`src/rtl/pma_pkg.sv`:
```
// Package: shared types for the dual-interface power mode arbiter.
// Assumes: mode codes are visible on the top-level port and must stay stable.
package pma_pkg;

    // Committed and requested modes; the codes appear on mode_o.
    typedef enum logic [1:0] {
        MODE_PD   = 2'd0,
        MODE_IDLE = 2'd1,
        MODE_ANA  = 2'd2,
        MODE_DIG  = 2'd3
    } mode_t;

    // One enable per power domain.
    typedef struct packed {
        logic ana_core;
        logic dig_core;
        logic sync_det;
        logic bandgap;
        logic lclk_det;
    } pwr_en_t;

    // Map a mode onto the set of domains that must be powered in it.
    function automatic pwr_en_t mode_to_en(input mode_t m);
        pwr_en_t e;
        e = '0;
        unique case (m)
            MODE_PD: begin
                e = '0;
            end
            MODE_IDLE: begin
                e.sync_det = 1'b1;
                e.bandgap  = 1'b1;
                e.lclk_det = 1'b1;
            end
            MODE_ANA: begin
                e.ana_core = 1'b1;
                e.sync_det = 1'b1;
                e.bandgap  = 1'b1;
                e.lclk_det = 1'b1;
            end
            MODE_DIG: begin
                e.dig_core = 1'b1;
                e.sync_det = 1'b1;
                e.bandgap  = 1'b1;
                e.lclk_det = 1'b1;
            end
            default: e = '0;
        endcase
        return e;
    endfunction

endpackage

```
`src/rtl/pma_activity.sv`:
```
// Module: pma_activity
// Combines the raw detector flags into one activity bit per interface.
// Assumes: the flags are already synchronous to clk and filtered upstream.
module pma_activity #(
    parameter int N_SYNC = 3,
    parameter int N_LINK = 2
) (
    input  logic [N_SYNC-1:0] sync_seen_i,
    input  logic [N_LINK-1:0] link_stage_i,
    output logic              ana_act_o,
    output logic              dig_act_o
);

    // Analog side: any sync source present is enough.
    always_comb begin
        ana_act_o = |sync_seen_i;
    end

    // Digital side: every detection stage must have passed.
    always_comb begin
        dig_act_o = &link_stage_i;
    end

endmodule

```
`src/rtl/pma_select.sv`:
```
// Module: pma_select
// Applies the fixed priority: power-down, then manual override, then automatic.
// Assumes: ANALOG_PRIORITY is fixed at build time; it only resolves the case
// where both interfaces are active in automatic mode.
module pma_select
    import pma_pkg::*;
#(
    parameter bit ANALOG_PRIORITY = 1'b1
) (
    input  logic  pd_cmd_i,
    input  logic  ovr_en_i,
    input  logic  ovr_sel_i,
    input  logic  ana_act_i,
    input  logic  dig_act_i,
    output mode_t req_o
);

    mode_t tie_mode;

    // Pick the tie-break winner from the build parameter.
    generate
        if (ANALOG_PRIORITY) begin : g_tie_ana
            assign tie_mode = MODE_ANA;
        end else begin : g_tie_dig
            assign tie_mode = MODE_DIG;
        end
    endgenerate

    // Resolve the requested mode by priority level.
    always_comb begin
        if (pd_cmd_i) begin
            req_o = MODE_PD;
        end else if (ovr_en_i) begin
            req_o = ovr_sel_i ? MODE_DIG : MODE_ANA;
        end else if (ana_act_i && dig_act_i) begin
            req_o = tie_mode;
        end else if (ana_act_i) begin
            req_o = MODE_ANA;
        end else if (dig_act_i) begin
            req_o = MODE_DIG;
        end else begin
            req_o = MODE_IDLE;
        end
    end

endmodule

```
`src/rtl/pma_settle.sv`:
```
// Module: pma_settle
// Filters mode requests: a request must be seen at SETTLE_CYCLES consecutive
// edges before it is committed. A power-down request bypasses the filter.
// Assumes: SETTLE_CYCLES >= 1; the run counter saturates at SETTLE_CYCLES.
module pma_settle
    import pma_pkg::*;
#(
    parameter int SETTLE_CYCLES = 4
) (
    input  logic  clk,
    input  logic  rst_n,
    input  mode_t req_i,
    output mode_t mode_nx_o,
    output mode_t mode_q_o
);

    localparam int CNT_W = (SETTLE_CYCLES < 1) ? 1 : $clog2(SETTLE_CYCLES + 1);
    localparam logic [CNT_W-1:0] RUN_MAX = CNT_W'(SETTLE_CYCLES);
    localparam logic [CNT_W-1:0] RUN_ONE = CNT_W'(1);

    mode_t            cand_q;
    logic [CNT_W-1:0] run_q;
    logic [CNT_W-1:0] run_nx;
    mode_t            mode_q;

    // Length of the current run of identical requests, including this edge.
    always_comb begin
        if (req_i != cand_q) begin
            run_nx = RUN_ONE;
        end else if (run_q >= RUN_MAX) begin
            run_nx = RUN_MAX;
        end else begin
            run_nx = run_q + RUN_ONE;
        end
    end

    // Next committed mode: power-down at once, others after a full run.
    always_comb begin
        if (req_i == MODE_PD) begin
            mode_nx_o = MODE_PD;
        end else if (run_nx >= RUN_MAX) begin
            mode_nx_o = req_i;
        end else begin
            mode_nx_o = mode_q;
        end
    end

    // Hold the candidate, its run length and the committed mode.
    always_ff @(posedge clk) begin
        if (!rst_n) begin
            cand_q <= MODE_PD;
            run_q  <= '0;
            mode_q <= MODE_PD;
        end else begin
            cand_q <= req_i;
            run_q  <= run_nx;
            mode_q <= mode_nx_o;
        end
    end

    assign mode_q_o = mode_q;

endmodule

```
`src/rtl/pma_power_map.sv`:
```
// Module: pma_power_map
// Registers the power enables decoded from the next committed mode, so the
// enables change at the same edge as the mode.
// Assumes: reset state is all domains off.
module pma_power_map
    import pma_pkg::*;
(
    input  logic    clk,
    input  logic    rst_n,
    input  mode_t   mode_nx_i,
    output pwr_en_t en_o
);

    // Register the decoded enables; reset drops every domain.
    always_ff @(posedge clk) begin
        if (!rst_n) begin
            en_o <= '0;
        end else begin
            en_o <= mode_to_en(mode_nx_i);
        end
    end

endmodule

```
`src/rtl/pwr_mode_arbiter.sv`:
```
// Module: pwr_mode_arbiter (top)
// Chooses the active interface of a dual analog/digital input and drives the
// power enables of its domains. Priority: power-down, override, automatic.
// Assumes: all inputs are synchronous to clk; control bits come from
// registers held elsewhere.
module pwr_mode_arbiter
    import pma_pkg::*;
#(
    parameter int SETTLE_CYCLES   = 4,
    parameter bit ANALOG_PRIORITY = 1'b1
) (
    input  logic       clk,
    input  logic       rst_n,
    input  logic       hsync_seen_i,
    input  logic       vsync_seen_i,
    input  logic       sog_seen_i,
    input  logic       lclk_seen_i,
    input  logic       de_locked_i,
    input  logic       pd_cmd_i,
    input  logic       ovr_en_i,
    input  logic       ovr_sel_i,
    output logic [1:0] mode_o,
    output logic       ana_core_en_o,
    output logic       dig_core_en_o,
    output logic       sync_det_en_o,
    output logic       bandgap_en_o,
    output logic       lclk_det_en_o
);

    logic    ana_act;
    logic    dig_act;
    mode_t   req;
    mode_t   mode_nx;
    mode_t   mode_q;
    pwr_en_t en;

    pma_activity #(
        .N_SYNC (3),
        .N_LINK (2)
    ) u_activity (
        .sync_seen_i  ({hsync_seen_i, vsync_seen_i, sog_seen_i}),
        .link_stage_i ({lclk_seen_i, de_locked_i}),
        .ana_act_o    (ana_act),
        .dig_act_o    (dig_act)
    );

    pma_select #(
        .ANALOG_PRIORITY (ANALOG_PRIORITY)
    ) u_select (
        .pd_cmd_i  (pd_cmd_i),
        .ovr_en_i  (ovr_en_i),
        .ovr_sel_i (ovr_sel_i),
        .ana_act_i (ana_act),
        .dig_act_i (dig_act),
        .req_o     (req)
    );

    pma_settle #(
        .SETTLE_CYCLES (SETTLE_CYCLES)
    ) u_settle (
        .clk       (clk),
        .rst_n     (rst_n),
        .req_i     (req),
        .mode_nx_o (mode_nx),
        .mode_q_o  (mode_q)
    );

    pma_power_map u_power_map (
        .clk       (clk),
        .rst_n     (rst_n),
        .mode_nx_i (mode_nx),
        .en_o      (en)
    );

    assign mode_o        = mode_q;
    assign ana_core_en_o = en.ana_core;
    assign dig_core_en_o = en.dig_core;
    assign sync_det_en_o = en.sync_det;
    assign bandgap_en_o  = en.bandgap;
    assign lclk_det_en_o = en.lclk_det;

endmodule

```
`config.mk`:
```
export PLATFORM = sky130hd
export DESIGN_NAME = pwr_mode_arbiter
export DESIGN_NICKNAME = d
export VERILOG_FILES = /design/src/rtl/pma_pkg.sv /design/src/rtl/pma_activity.sv /design/src/rtl/pma_select.sv /design/src/rtl/pma_settle.sv /design/src/rtl/pma_power_map.sv /design/src/rtl/pwr_mode_arbiter.sv
export SDC_FILE = /design/constraint.sdc
export NUM_CORES = 1
export LEC_CHECK = 0
export BUFFER_PORTS_ARGS = -buffer_cell sky130_fd_sc_hd__buf_2
export CELL_PAD_IN_SITES_DETAIL_PLACEMENT = 1
export CELL_PAD_IN_SITES_GLOBAL_PLACEMENT = 2
export CORE_UTILIZATION = 26
export DETAILED_ROUTE_END_ITERATION = 8
export GPL_TIMING_DRIVEN = 0
export HOLD_SLACK_MARGIN = 0.03
export PLACE_DENSITY_LB_ADDON = 0.1
export SLEW_MARGIN = 20
export SYNTH_ARGS = -nofsm -noshare
export SYNTH_HDL_FRONTEND = slang
export SYNTH_SLANG_ARGS = --single-unit
```
`constraint.sdc`:
```
create_clock -name clk -period 3 [get_ports clk]
set_clock_uncertainty 0.15 [all_clocks]
set_input_delay 0.75 -clock clk [delete_from_list [all_inputs] [get_ports clk]]
set_output_delay 0.75 -clock clk [all_outputs]
set_load 0.005 [all_outputs]
```
==> run_results.csv <==
group,metric,value,unit
sta,slew_headroom,64.86,%
cells_and_area,fin_nets,93,
run_status,status,"completed",
die,design.core.area,1821,um^2
hold_path,holdPathStages,1,
worst_setup_path,cp_data_required_time,3.01,ns
cells_and_area,area_delta_synth_final,27.08,%
worst_setup_path,setup.worst_path.class,"in2reg",
cts,cts.sinks,10,
detailed_routing,finalWirelength,1283,um
die,initial_core_util,28.93,%
die,die_w,47.01,um
sta,finalSetupTns,0,ns
cts,post_cts_buffers,0,
global_route,gr-usage-all-layers,14.35,%
cts,root_buffer,"clkbuf_4",
sta,timing.fmax,410.7,MHz
placed_design,routabilityCongestion,0.6806,
run,cap_violations,0,
cts,cts_tree,"yes",
sta,worstMarginPinSlew,0.5223,ns
synth,synth_edf_count,0,
sta,period_minus_slack,2.435,ns
cts,clk_path_buf_depth,2,
global_route,antenna_found_initial,0,
global_route,grt_max_degree,10,
worst_setup_path,r2r_cells,4,
pwr,pwr_density_cell,445.4,nW/um^2
synth,async_flop_share,0,%
die,fp.dieH,47.01,um
synth,synth-seq-cells,10,
synth,yosysWarnings,0,
sta,hold_viol,0,
pwr,p_leak,0.2908,nW
global_route,grt_pass1_vias,471,
sta,fin_crit_sh,81.16,%
synth,synth_fp_nets,73,
die,die_area,2210,um^2
detailed_routing,wl_per_cell,12.22,um
cts,clkTransAtPathRegs,0.07,ns
detailed_routing,drc,0,
worst_setup_path,path_max_fanout,5,
sta,setup_viol,0,
detailed_routing,dr.pass1.iters,3,
cells_and_area,drive_gt1_share,31.25,%
pwr,peakVddDrop,0.2372,mV
sta,slew_violations,0,
synth,synth_flop_cell,"dfxtp_1",
die,rows,15,
cells_and_area,final_util,36.77,%
placed_design,portBuffers,15,
placed_design,dp_hpwl,1031,um
cts,htree_levels,1,
cts,cts_made_buffers,3,
cells_and_area,num_antenna_cells,0,
detailed_routing,viasPerCell,4.905,
detailed_routing,via_count,515,
synth,netlist_area,526.8,um^2
sta,whs,0.3263,ns
detailed_routing,ant_nets,0,
worst_setup_path,critPathCaptureType,"flip-flop",
synth,synthDistinctLibCells,30,
global_route,grt_pass1_wl,2173,um
sta,rsz0062_at_grt,"false",
cells_and_area,stdcell_count,105,
hold_path,hp-class,"reg2reg",
synth,yosysSeqAreaShare,38.00,%
cts,ctsHoldBuffers,0,
synth,synth_area_per_cell,8.635,um^2
worst_setup_path,cp-start-kind,"input pin",
cts,insertion_delay,0.26,ns
synth,syn_inst,61,
placed_design,place_inst,101,
die,ioPinCount,17,
worst_setup_path,arrival,2.44,ns
global_route,grt.overflow.total,0,
detailed_routing,dr.first_iter.drc_count,3,
cts,post_cts_resized,0,
[metrics by stage]
| stage | worst slack [ns] | total power [mW] | cell area [um^2] |
|---|---|---|---|
| global route | 0.5407 | 0.3184 | 669.4 |
| global placement | 0.2650 | 0.1790 | 633.1 |
| floorplan | 0.5135 | 0.1653 | 526.8 |
| finish | 0.5653 | 0.2982 | 669.4 |
| CTS | 0.5690 | 0.3034 | 669.4 |
| detailed placement | 0.2961 | 0.1794 | 633.1 |
[synth_stat cells (2+ instances only)]
cell type / count / area [um^2]
a211oi_1: 2 / 15.01
a21oi_1: 3 / 15.01
a22oi_1: 2 / 15.01
and3_1: 2 / 12.51
buf_4: 2 / 15.01
dfxtp_1: 10 / 200.2
ha_1: 2 / 25.02
inv_1: 5 / 18.77
nand2_1: 5 / 18.77
nand4_1: 2 / 12.51
nor2_1: 5 / 18.77
o21ai_0: 3 / 15.01
[routing by layer]
layer	wire, um	track usage, %	up-vias
met2	561	21.11	12
met4	6	1.714	0
li1	-	-	262
met3	56	5.769	2
met5	0	0	-
met1	658	20.32	239
[critical path, cell delays in order]
cell and delay, ns:
buf_2 0.12, or4_4 0.56, o31a_1 0.32, a311o_1 0.45, a32o_1 0.24
[flip-flops by register name, summed over array words and instances (netlist names)]
name	cells
u_power_map.en_o	3
u_settle.mode_q_o	2
u_settle.run_q	3
u_settle.cand_q	2
[cell type report]
cell class                      count  area, um^2
Clock buffer                        4       36.28
Buffer                              3       18.77
Multi-Input combinational cell     43       289.0
Fill cell                         244        1151
Sequential cell                    10       200.2
Inverter                            5       18.77
Tap cell                           25       31.28
Timing Repair Buffer               15       75.07
[placed cells by master (no fill, tap or decap), drive strengths merged, types with 2 or more instances in the layout]
master / Yosys / final
ha: 2 / 2
and3: 2 / 2
nand2: 5 / 5
dfxtp: 10 / 10
a21oi: 3 / 3
a211oi: 3 / 3
nor2: 5 / 5
o21ai: 3 / 3
a22oi: 2 / 2
clkbuf: 1 / 5
nand4: 2 / 2
buf: 2 / 17
inv: 5 / 5
[final timing paths]
path | from | to | slack, ns
worst min register to register | u_settle.run_q[2] | u_settle.run_q[1] | 0.33
worst max register to register | u_settle.cand_q[1] | u_power_map.en_o[4] | 1.25
worst min-delay path | u_settle.run_q[2] | u_settle.run_q[1] | 0.33
worst max-delay path | ovr_en_i | u_power_map.en_o[4] | 0.57
[cells by family after synthesis]
kind of cell / count (synthesis) / synth area share [%]
simple gates: 21 / 21.14
compound gates: 19 / 27.08
flops: 10 / 38.00
buf+inv: 8 / 7.125
fa+ha+maj: 2 / 4.750
mux: 1 / 1.900
[power by group]
part           switching [mW]  total, mW  leakage [nW]  internal, mW
clock                  0.0484      0.122        0.0210        0.0736
combinational          0.0192     0.0344         0.188        0.0152
sequential            0.00447      0.142        0.0814         0.137
Power figures use the tool's default switching activity.
